**config.mk**
```make
export PLATFORM = sky130hd
export DESIGN_NAME = lcd_host_frontend
export DESIGN_NICKNAME = d
export VERILOG_FILES = /design/src/rtl/lcd_fe_pkg.sv /design/src/rtl/lcd_fe_seq.sv /design/src/rtl/lcd_fe_cfg.sv /design/src/rtl/lcd_fe_ptr.sv /design/src/rtl/lcd_host_frontend.sv
export SDC_FILE = /design/constraint.sdc
export NUM_CORES = 1
export LEC_CHECK = 0
export BUFFER_PORTS_ARGS = -buffer_cell sky130_fd_sc_hd__buf_2
export CORE_MARGIN = 2
export CORE_UTILIZATION = 59
export DETAILED_ROUTE_END_ITERATION = 16
export PLACE_DENSITY_LB_ADDON = 0.1
export SLEW_MARGIN = 0
export SYNTH_ARGS = -nofsm -noshare
export SYNTH_HDL_FRONTEND = slang
export SYNTH_HIERARCHICAL = 1
export SYNTH_SLANG_ARGS = --single-unit
```
**constraint.sdc**
```tcl
create_clock -name clk -period 3.9 [get_ports clk]
set_clock_uncertainty 0.2 [all_clocks]
set_input_delay 0 -clock clk [delete_from_list [all_inputs] [get_ports clk]]
set_output_delay 0 -clock clk [all_outputs]
set_load 0.01 [all_outputs]
```
**src/rtl/lcd_fe_pkg.sv**
```systemverilog
package lcd_fe_pkg;
   typedef enum logic [2:0] {
      ST_IDLE,
      ST_ADDR,
      ST_CTRL,
      ST_ONE,
      ST_STREAM,
      ST_SKIP
   } fe_state_e;

   localparam int CO_BIT = 7;
   localparam int RS_BIT = 6;
endpackage

```
**src/rtl/lcd_fe_seq.sv**
```systemverilog
module lcd_fe_seq
   import lcd_fe_pkg::*;
#(
   parameter logic [6:0] SLAVE_ADDR = 7'h3C
) (
   input  logic       clk,
   input  logic       rst,
   input  logic       bus_start,
   input  logic       bus_stop,
   input  logic       byte_valid,
   input  logic [7:0] byte_data,
   output logic       instr_stb,
   output logic       data_stb,
   output logic       byte_ack
);
   fe_state_e state_q, state_d;
   logic      rs_q, rs_d, take;

   always_comb begin
      state_d   = state_q;
      rs_d      = rs_q;
      take      = 1'b0;
      instr_stb = 1'b0;
      data_stb  = 1'b0;
      if (bus_start) begin
         state_d = ST_ADDR;
      end else if (bus_stop) begin
         state_d = ST_IDLE;
      end else if (byte_valid) begin
         unique case (state_q)
            ST_ADDR: begin
               if (byte_data[7:1] == SLAVE_ADDR && !byte_data[0]) begin
                  take    = 1'b1;
                  state_d = ST_CTRL;
               end else begin
                  state_d = ST_SKIP;
               end
            end
            ST_CTRL: begin
               take    = 1'b1;
               rs_d    = byte_data[RS_BIT];
               state_d = byte_data[CO_BIT] ? ST_ONE : ST_STREAM;
            end
            ST_ONE, ST_STREAM: begin
               take      = 1'b1;
               data_stb  = rs_q;
               instr_stb = !rs_q;
               if (state_q == ST_ONE) state_d = ST_CTRL;
            end
            default: ;
         endcase
      end
   end

   always_ff @(posedge clk) begin
      if (rst) begin
         state_q  <= ST_IDLE;
         rs_q     <= 1'b0;
         byte_ack <= 1'b0;
      end else begin
         state_q  <= state_d;
         rs_q     <= rs_d;
         byte_ack <= take;
      end
   end
endmodule

```
**src/rtl/lcd_fe_cfg.sv**
```systemverilog
module lcd_fe_cfg #(
   parameter int BANKS = 6,
   parameter int XW    = 7,
   parameter int YW    = 3
) (
   input  logic          clk,
   input  logic          rst,
   input  logic          instr_stb,
   input  logic [7:0]    instr,
   output logic          power_down,
   output logic [1:0]    page_sel,
   output logic [6:0]    vop_code,
   output logic [2:0]    tc_code,
   output logic [1:0]    mult_code,
   output logic          set_x_stb,
   output logic          set_y_stb,
   output logic [XW-1:0] x_val,
   output logic [YW-1:0] y_val
);
   logic is_fset, page0, page1, y_ok;

   assign is_fset   = instr_stb && (instr[7:5] == 3'b001);
   assign page0     = (page_sel == 2'd0);
   assign page1     = (page_sel == 2'd1);
   assign y_ok      = 32'(instr[2:0]) < BANKS;
   assign set_x_stb = instr_stb && page0 && instr[7];
   assign set_y_stb = instr_stb && page0 && (instr[7:3] == 5'b01000) && y_ok;
   assign x_val     = instr[XW-1:0];
   assign y_val     = YW'(instr[2:0]);

   always_ff @(posedge clk) begin
      if (rst) begin
         power_down <= 1'b1;
         page_sel   <= 2'd0;
         vop_code   <= 7'h00;
         tc_code    <= 3'd0;
         mult_code  <= 2'd0;
      end else if (instr_stb) begin
         if (is_fset) begin
            power_down <= instr[2];
            page_sel   <= instr[1:0];
         end
         if (page1) begin
            if (instr[7])                  vop_code  <= instr[6:0];
            if (instr[7:3] == 5'b00001)    tc_code   <= instr[2:0];
            if (instr[7:2] == 6'b000001)   mult_code <= instr[1:0];
         end
      end
   end
endmodule

```
**src/rtl/lcd_fe_ptr.sv**
```systemverilog
module lcd_fe_ptr #(
   parameter int COLS  = 128,
   parameter int BANKS = 6,
   parameter int XW    = 7,
   parameter int YW    = 3
) (
   input  logic          clk,
   input  logic          rst,
   input  logic          data_stb,
   input  logic [7:0]    data_byte,
   input  logic          set_x_stb,
   input  logic [XW-1:0] x_val,
   input  logic          set_y_stb,
   input  logic [YW-1:0] y_val,
   output logic          ram_we,
   output logic [YW-1:0] ram_bank,
   output logic [XW-1:0] ram_col,
   output logic [7:0]    ram_wdata
);
   localparam logic [XW-1:0] LAST_X  = XW'(COLS - 1);
   localparam logic [YW-1:0] ICON_Y  = YW'(BANKS - 1);
   localparam logic [YW-1:0] LAST_DY = YW'(BANKS - 2);

   logic [XW-1:0] x_q, x_nxt;
   logic [YW-1:0] y_q, y_nxt;
   logic          at_last;

   assign at_last = (x_q == LAST_X);

   generate
      if (COLS == (1 << XW)) begin : g_pow2
         assign x_nxt = x_q + 1'b1;
      end else begin : g_npow2
         assign x_nxt = at_last ? '0 : x_q + 1'b1;
      end
   endgenerate

   always_comb begin
      if (y_q == ICON_Y)       y_nxt = y_q;
      else if (y_q == LAST_DY) y_nxt = '0;
      else                     y_nxt = y_q + 1'b1;
   end

   always_ff @(posedge clk) begin
      if (rst) begin
         x_q       <= '0;
         y_q       <= '0;
         ram_we    <= 1'b0;
         ram_bank  <= '0;
         ram_col   <= '0;
         ram_wdata <= '0;
      end else begin
         ram_we <= data_stb;
         if (data_stb) begin
            ram_bank  <= y_q;
            ram_col   <= x_q;
            ram_wdata <= data_byte;
            x_q       <= x_nxt;
            if (at_last) y_q <= y_nxt;
         end else begin
            if (set_x_stb) x_q <= x_val;
            if (set_y_stb) y_q <= y_val;
         end
      end
   end
endmodule

```
**src/rtl/lcd_host_frontend.sv**
```systemverilog
module lcd_host_frontend #(
   parameter int         COLS       = 128,
   parameter int         BANKS      = 6,
   parameter logic [6:0] SLAVE_ADDR = 7'h3C,
   localparam int        XW         = $clog2(COLS),
   localparam int        YW         = $clog2(BANKS)
) (
   input  logic          clk,
   input  logic          rst,
   input  logic          bus_start,
   input  logic          bus_stop,
   input  logic          byte_valid,
   input  logic [7:0]    byte_data,
   output logic          byte_ack,
   output logic          ram_we,
   output logic [YW-1:0] ram_bank,
   output logic [XW-1:0] ram_col,
   output logic [7:0]    ram_wdata,
   output logic          power_down,
   output logic [1:0]    page_sel,
   output logic [6:0]    vop_code,
   output logic [2:0]    tc_code,
   output logic [1:0]    mult_code,
   output logic          drive_off
);
   initial begin : elab_chk
      if (COLS < 2 || COLS > 128) $error("COLS must lie in 2..128");
      if (BANKS < 3 || BANKS > 8) $error("BANKS must lie in 3..8");
   end

   logic          instr_stb, data_stb, set_x_stb, set_y_stb;
   logic [XW-1:0] x_val;
   logic [YW-1:0] y_val;

   lcd_fe_seq #(.SLAVE_ADDR(SLAVE_ADDR)) u_seq (
      .clk(clk), .rst(rst), .bus_start(bus_start), .bus_stop(bus_stop),
      .byte_valid(byte_valid), .byte_data(byte_data),
      .instr_stb(instr_stb), .data_stb(data_stb), .byte_ack(byte_ack)
   );

   lcd_fe_cfg #(.BANKS(BANKS), .XW(XW), .YW(YW)) u_cfg (
      .clk(clk), .rst(rst), .instr_stb(instr_stb), .instr(byte_data),
      .power_down(power_down), .page_sel(page_sel), .vop_code(vop_code),
      .tc_code(tc_code), .mult_code(mult_code),
      .set_x_stb(set_x_stb), .set_y_stb(set_y_stb), .x_val(x_val), .y_val(y_val)
   );

   lcd_fe_ptr #(.COLS(COLS), .BANKS(BANKS), .XW(XW), .YW(YW)) u_ptr (
      .clk(clk), .rst(rst), .data_stb(data_stb), .data_byte(byte_data),
      .set_x_stb(set_x_stb), .x_val(x_val), .set_y_stb(set_y_stb), .y_val(y_val),
      .ram_we(ram_we), .ram_bank(ram_bank), .ram_col(ram_col), .ram_wdata(ram_wdata)
   );

   assign drive_off = power_down;
endmodule

```
* Word-level counts from Yosys, hierarchy flattened
Cells that the tools add are included.
Cells by class: reductions and logical operators 26, $add $sub $neg 2, multiplexer cells 24, equal/unequal tests 17, $lt $le $gt $ge 1, bitwise operators 3
Operator list (count):
- $mux 3 | 8
- $reduce_and 3->1 | 6
- $mux 7 | 2
- $mux 1 | 12
- $eq 3x3->1 const B | 3
- $pmux 3 s3 | 1
- $add 7x1->7 const B | 1
- $eq 7x6->1 const B | 1
- $eq 7x7->1 const B | 1
- $eq 3x1->1 const B | 2
- $eq 3x2->1 const B | 2
- $eq 6x1->1 const B | 1
- $logic_and 1x1->1 | 6
- $reduce_bool 3->1 | 2
- $reduce_or 3->1 | 2
- $eq 5x1->1 const B | 1
- $eq 5x4->1 const B | 1
- $reduce_bool 5->1 | 1
- $ne 2x2->1 const B | 2
- $ne 4x3->1 const B | 1
- $reduce_and 4->1 | 1
- $reduce_bool 2->1 | 2
- $reduce_or 4->1 | 1
- $add 3x1->3 const B | 1
- 9 further kinds | 12
Word-level totals: register bits 49, input bits 13, output and inout bits 36, logic and storage cells 88

* Longest topological paths before layout
depth after elaboration 11, mapped depth 9, depth with buffers taken out 8

* By module
The synthesis kept the hierarchy.
Modules (own cells, without submodules):
- lcd_fe_ptr | area an instance 1353.8 um^2, sequential area each 580.6 um^2, cells each 145, times used 1
- lcd_fe_cfg | area an instance 732.0 um^2, sequential area each 300.3 um^2, cells each 72, times used 1
- lcd_fe_seq | area an instance 331.6 um^2, sequential area each 100.1 um^2, cells each 38, times used 1
- lcd_host_frontend | area an instance 7.5 um^2, sequential area each 0.0 um^2, cells each 1, times used 1

* Least setup slack after synthesis
No wires, ideal clock.
path type register to register, start point register u_seq.state_q[2], end point register u_ptr.x_q[1], cell stages (with the launch flop) 10, slack 1337 ps, library setup time 128 ps, clock period less this slack 2563 ps, arrival time 2236 ps, data required time 3572 ps, buffers on the path 1, cell sequence dfxtp_1 > nor3b_1 > a21oi_1 > nor3_1 > nor4bb_1 > buf_1 > mux2i_1 > nor2_1 > a21oi_1 > nor2_1
Between the ends: word-level cells in the longest chain between the ends 9, elaborated cells on any way between the ends 15, those cells by class 2 x eq/ne; 9 x mux; 4 x reduce/logical
Ends and longest elaborated chain:
- start, declared | RTL line lcd_fe_seq.sv:16 | fe_state_e state_q, state_d;
- start signal, assigned | RTL line lcd_fe_seq.sv:61 | state_q <= state_d;
- $eq 3x3->1 or $eq 3x2->1 (tied branches) | RTL line lcd_fe_seq.sv:30 | unique case (state_q)
- $reduce_or 2->1 * | RTL line lcd_fe_seq.sv:30
- $mux 1 * | RTL line lcd_fe_seq.sv:30
- $mux 1 * | RTL line lcd_fe_seq.sv:29 | end else if (byte_valid) begin
- $mux 1 * | RTL line lcd_fe_seq.sv:27 | end else if (bus_stop) begin
- $mux 1 * | RTL line lcd_fe_seq.sv:25 | if (bus_start) begin
- net instr_stb | RTL line lcd_host_frontend.sv:31 | logic instr_stb, data_stb, set_x_stb, set_y_stb;
- $logic_and 1x1->1 * (2 in a row) | RTL line lcd_fe_cfg.sv:26 | assign set_x_stb = instr_stb && page0 && instr[7];
- net set_x_stb | RTL line lcd_host_frontend.sv:31
- $reduce_bool 2->1 (no source line) *
- end signal, assigned | RTL line lcd_fe_ptr.sv:58 | x_q <= x_nxt;
- end signal, assigned | RTL line lcd_fe_ptr.sv:61 | if (set_x_stb) x_q <= x_val;
- end, declared | RTL line lcd_fe_ptr.sv:24 | logic [XW-1:0] x_q, x_nxt;
Mark *: on every way through the listed nets, which the timed path passes. The rest lies on a longest branch. A chain may end at the register's enable or synchronous reset.

* Worst setup path in the final report
start point register u_seq.state_q[2], end point register u_ptr.x_q[6]
The elaborated chain is that of the path after synthesis.

==> results by group <==
STA
  – Setup TNS: 0 ns
  – Final period util: 70.2%
  – Hold Fails Final Rpt: 0
  – Final setup viols: 0
  – Pins Over Slew Limit: 0
  – Fmax: 365 MHz
  – RSZ-0062 raised after global routing: no
  – Final Critical Period: approximately 2.7 ns
  – Worst slew pin tran: approximately 0.86 ns
  – Headroom to the max-slew limit: between 40 and 50%

Power
  – Flop pwr share: 53.6%
  – Clk pwr share: 40.8%
  – Leak: 1.23 nW
  – Combinational power share: 5.6%
  – P_sw: 0.206 mW
  – P_int: 0.732 mW
  – Power density over the cells: 326 mW/mm^2
  – Maximum vdd ir drop: 0.000243 V
  – Sw frac: 21.9%

Flow run
  – Maxcap violations: 0

Route
  – DR WL/cell: around 15 um
  – Remaining antenna violation count: 0
  – Routed wire length: 5.18 mm
  – DR pass1 iterations: 4
  – Vias: around 2,000
  – Number of remaining DRC errors: 0
  – Starting DRC count in detailed routing: 156
  – Vias per inst: 5.56

Yosys
  – Asr flop ratio synth: 0%
  – Syn Std Cell Area: 0.00242 sq mm
  – Syn_area_per_cell: 9.47 sq um
  – Area contributors post-synth: dfxtp_1 40%, mux2i_1 16%, nor2_1 6.5%, buf_4 3.7%, nand2b_1 2.6%
  – Mapped Nets: 273
  – Synth cell types: 50
  – YS warnings: 6
  – Cells after synthesis: 256
  – #FFs+latches synth: 49
  – Seq/Total Area, Yosys: 40.5%
  – Yosys top cell area share: 40.5%
  – Synth area leader: dfxtp_1
  – Number of synthesized flops with an enable pin: 0
  – Ys flop type: dfxtp_1

Die
  – Core area: 0.00397 sq mm
  – Die height: ~68 um
  – Row count: 23
  – Total die area: roughly 0.0046 sq mm
  – Initial Util: 61.1%
  – IO Count: 49
  – Die X: 68.1 um

Min path
  – Hold path start: rst
  – Worst hold path type: input pin to register

CTS
  – Clk slew on worst S/H paths: 0.09 ns
  – Clk Latency, worst-skew pair: 0.30 ns
  – Clock Sinks: 49
  – H-tree level count: 2
  – CTS tree: done
  – Post-cts resize count: 0
  – CTS Buffer Depth: 2
  – TritonCTS buffer count: 5
  – Post-CTS Hold Buffers: 14
  – Root Driver: clkbuf_8
  – Setup repair bufs after CTS: 0

Setup path
  – Crit path arrival time: 2.72 ns
  – Worst-path cell chain: nor3b_1 -> a21oi_1 -> nor3_1 -> nor4bb_2 -> buf_4 -> mux2_2 -> o21ai_0 -> a21oi_1
  – R2r setup slk: 1.16 ns
  – Origin of the worst setup path: u_seq/state_q[2]$_SDFFE_PP0P_
  – Crit path max fanout: 13
  – CP required: 3.88 ns
  – CP Launch Type: register
  – Worst setup path class: register to register
  – CP dominant cell by count: a21oi_1
  – Max stage delay on crit path: 0.45 ns
  – Critical-path top delay cell: dfxtp_1
  – CP endpoint kind: register
  – CP bufs+invs: 1
  – Worst reg2reg path startpoint: u_seq/state_q[2]$_SDFFE_PP0P_
  – Delay-heaviest family, CP: simple AND/OR/NAND/NOR gates

Finish
  – Number of inserted diodes: 0
  – Layout Utilization: 72.4%
  – P&R area growth vs syn: 18.6%
  – Nets: 322
  – Final non-filler cell total: 356
  – Share of cells above drive strength 1: approximately a quarter
  – Fill count: 326

Place
  – Number of port buffers: 48
  – Gp weighted congestion: around 0.85
  – Placed insts: 334
  – HPWL after detailed placement: 3.28 mm

Global routing
  – Overflow after GRT: 0
  – Initial antenna violation count: 0
  – Pin count of the biggest net entering global routing: 53
  – All-Layer GR Usage: 24.7%
  – Number of global-route vias before repair: roughly 1,800
  – First-pass GRT wire length: between 8 and 9 mm

Run status
  – Status: complete, no violations
[cells in the final DEF, fill, tap and decap left out, types with 2 or more instances in the layout]
master / instances
a211oi_1: 7
a21oi_1: 10
a31oi_1: 3
and2_1: 2
buf_2: 48
buf_4: 2
clkbuf_8: 6
dfxtp_1: 49
dlygate4sd3_1: 14
ha_1: 4
inv_1: 6
mux2i_1: 39
nand2_1: 8
nand2b_1: 10
nand3_1: 3
nand3b_1: 3
nand4_1: 3
nor2_1: 42
nor2b_1: 4
nor3_1: 3
nor3b_1: 4
nor4bb_1: 2
o21ai_0: 2
xnor2_1: 2
[Yosys cell counts, drive strengths merged (2+ instances only)]
| cell | n |
|---|---|
| buf | 20 |
| mux2i | 39 |
| a211oi | 7 |
| ha | 4 |
| nor2b | 4 |
| xnor2 | 2 |
| nand2 | 8 |
| o21ai | 2 |
| nor3 | 4 |
| nand2b | 11 |
| and2 | 2 |
| a211o | 2 |
| nand3 | 4 |
| dfxtp | 49 |
| nor3b | 4 |
| nand3b | 3 |
| and4bb | 2 |
| a21oi | 10 |
| nand4 | 3 |
| clkbuf | 2 |
| nor2 | 42 |
| nor4bb | 3 |
| a31oi | 3 |
| a221oi | 2 |
| inv | 7 |
[state kept, by name (all words and copies together), names as in the netlist, 3 cells and up]
| register | count |
|---|---|
| u_seq/state_q | 3 |
| u_ptr/ram_col | 7 |
| u_ptr/ram_bank | 3 |
| u_cfg/tc_code | 3 |
| u_ptr/ram_wdata | 8 |
| u_ptr/y_q | 3 |
| u_ptr/x_q | 7 |
| u_cfg/vop_code | 7 |
[path summary, 6_finish.rpt]
path,end,depth (start not counted)
min reg2reg,u_ptr/ram_col[6]$_SDFFE_PP0P_,2
min,u_ptr/ram_bank[0]$_SDFFE_PP0P_,2
max reg2reg,u_ptr/x_q[6]$_SDFFE_PP0P_,8
max,u_ptr/x_q[6]$_SDFFE_PP0P_,8
[per-layer routing]
| metal | wire length, um | track usage [%] |
|---|---|---|
| met3 | 231 | 5.59 |
| met2 | 2480 | 40.7 |
| met5 | 0 | 0 |
| met4 | 63 | 7.50 |
| met1 | 2400 | 32.1 |
[power groups by stage]
| stage | clock (mW) | sequential, mW | combinational [mW] |
|---|---|---|---|
| floorplan | 0 | 0.514 | 0.0276 |
| global placement | 0 | 0.514 | 0.0424 |
| detailed placement | 0 | 0.514 | 0.0429 |
| CTS | 0.389 | 0.502 | 0.0522 |
| global route | 0.408 | 0.503 | 0.0575 |
| finish | 0.383 | 0.502 | 0.0527 |
[cells by family after synthesis]
kind of cell             synth area share, %
multiplexers                            16.6
buffers and inverters                   6.60
flip-flops                              40.5
XOR/XNOR                                1.08
adder cells (fa/ha/maj)                 2.06
AO/OA/AOI/OAI                           10.9
AND/OR/NAND/NOR                         22.3
[area by class of cell]
type	instances	area, sq um	area share, %
Clock buffer	7	86.3	3.00
Inverter	7	26.3	0.913
Multi-Input combinational cell	178	1290	45.0
Tap cell	50	62.6	2.17
Sequential cell	49	981	34.1
Timing Repair Buffer	64	395	13.7
Clock inverter	1	30.0	1.04
[per-stage QoR]
step                hold WS [ns]  area [sq um]  setup slack, ns  total power [mW]
floorplan                 -0.134          2420             1.34             0.541
global placement           0.149          2620             1.34             0.556
detailed placement         0.133          2620             1.20             0.557
CTS                       0.0928          2880             1.17             0.944
global route               0.124          2880            0.906             0.968
finish                    0.0903          2880             1.16             0.938
Power figures use the tool's default switching activity.
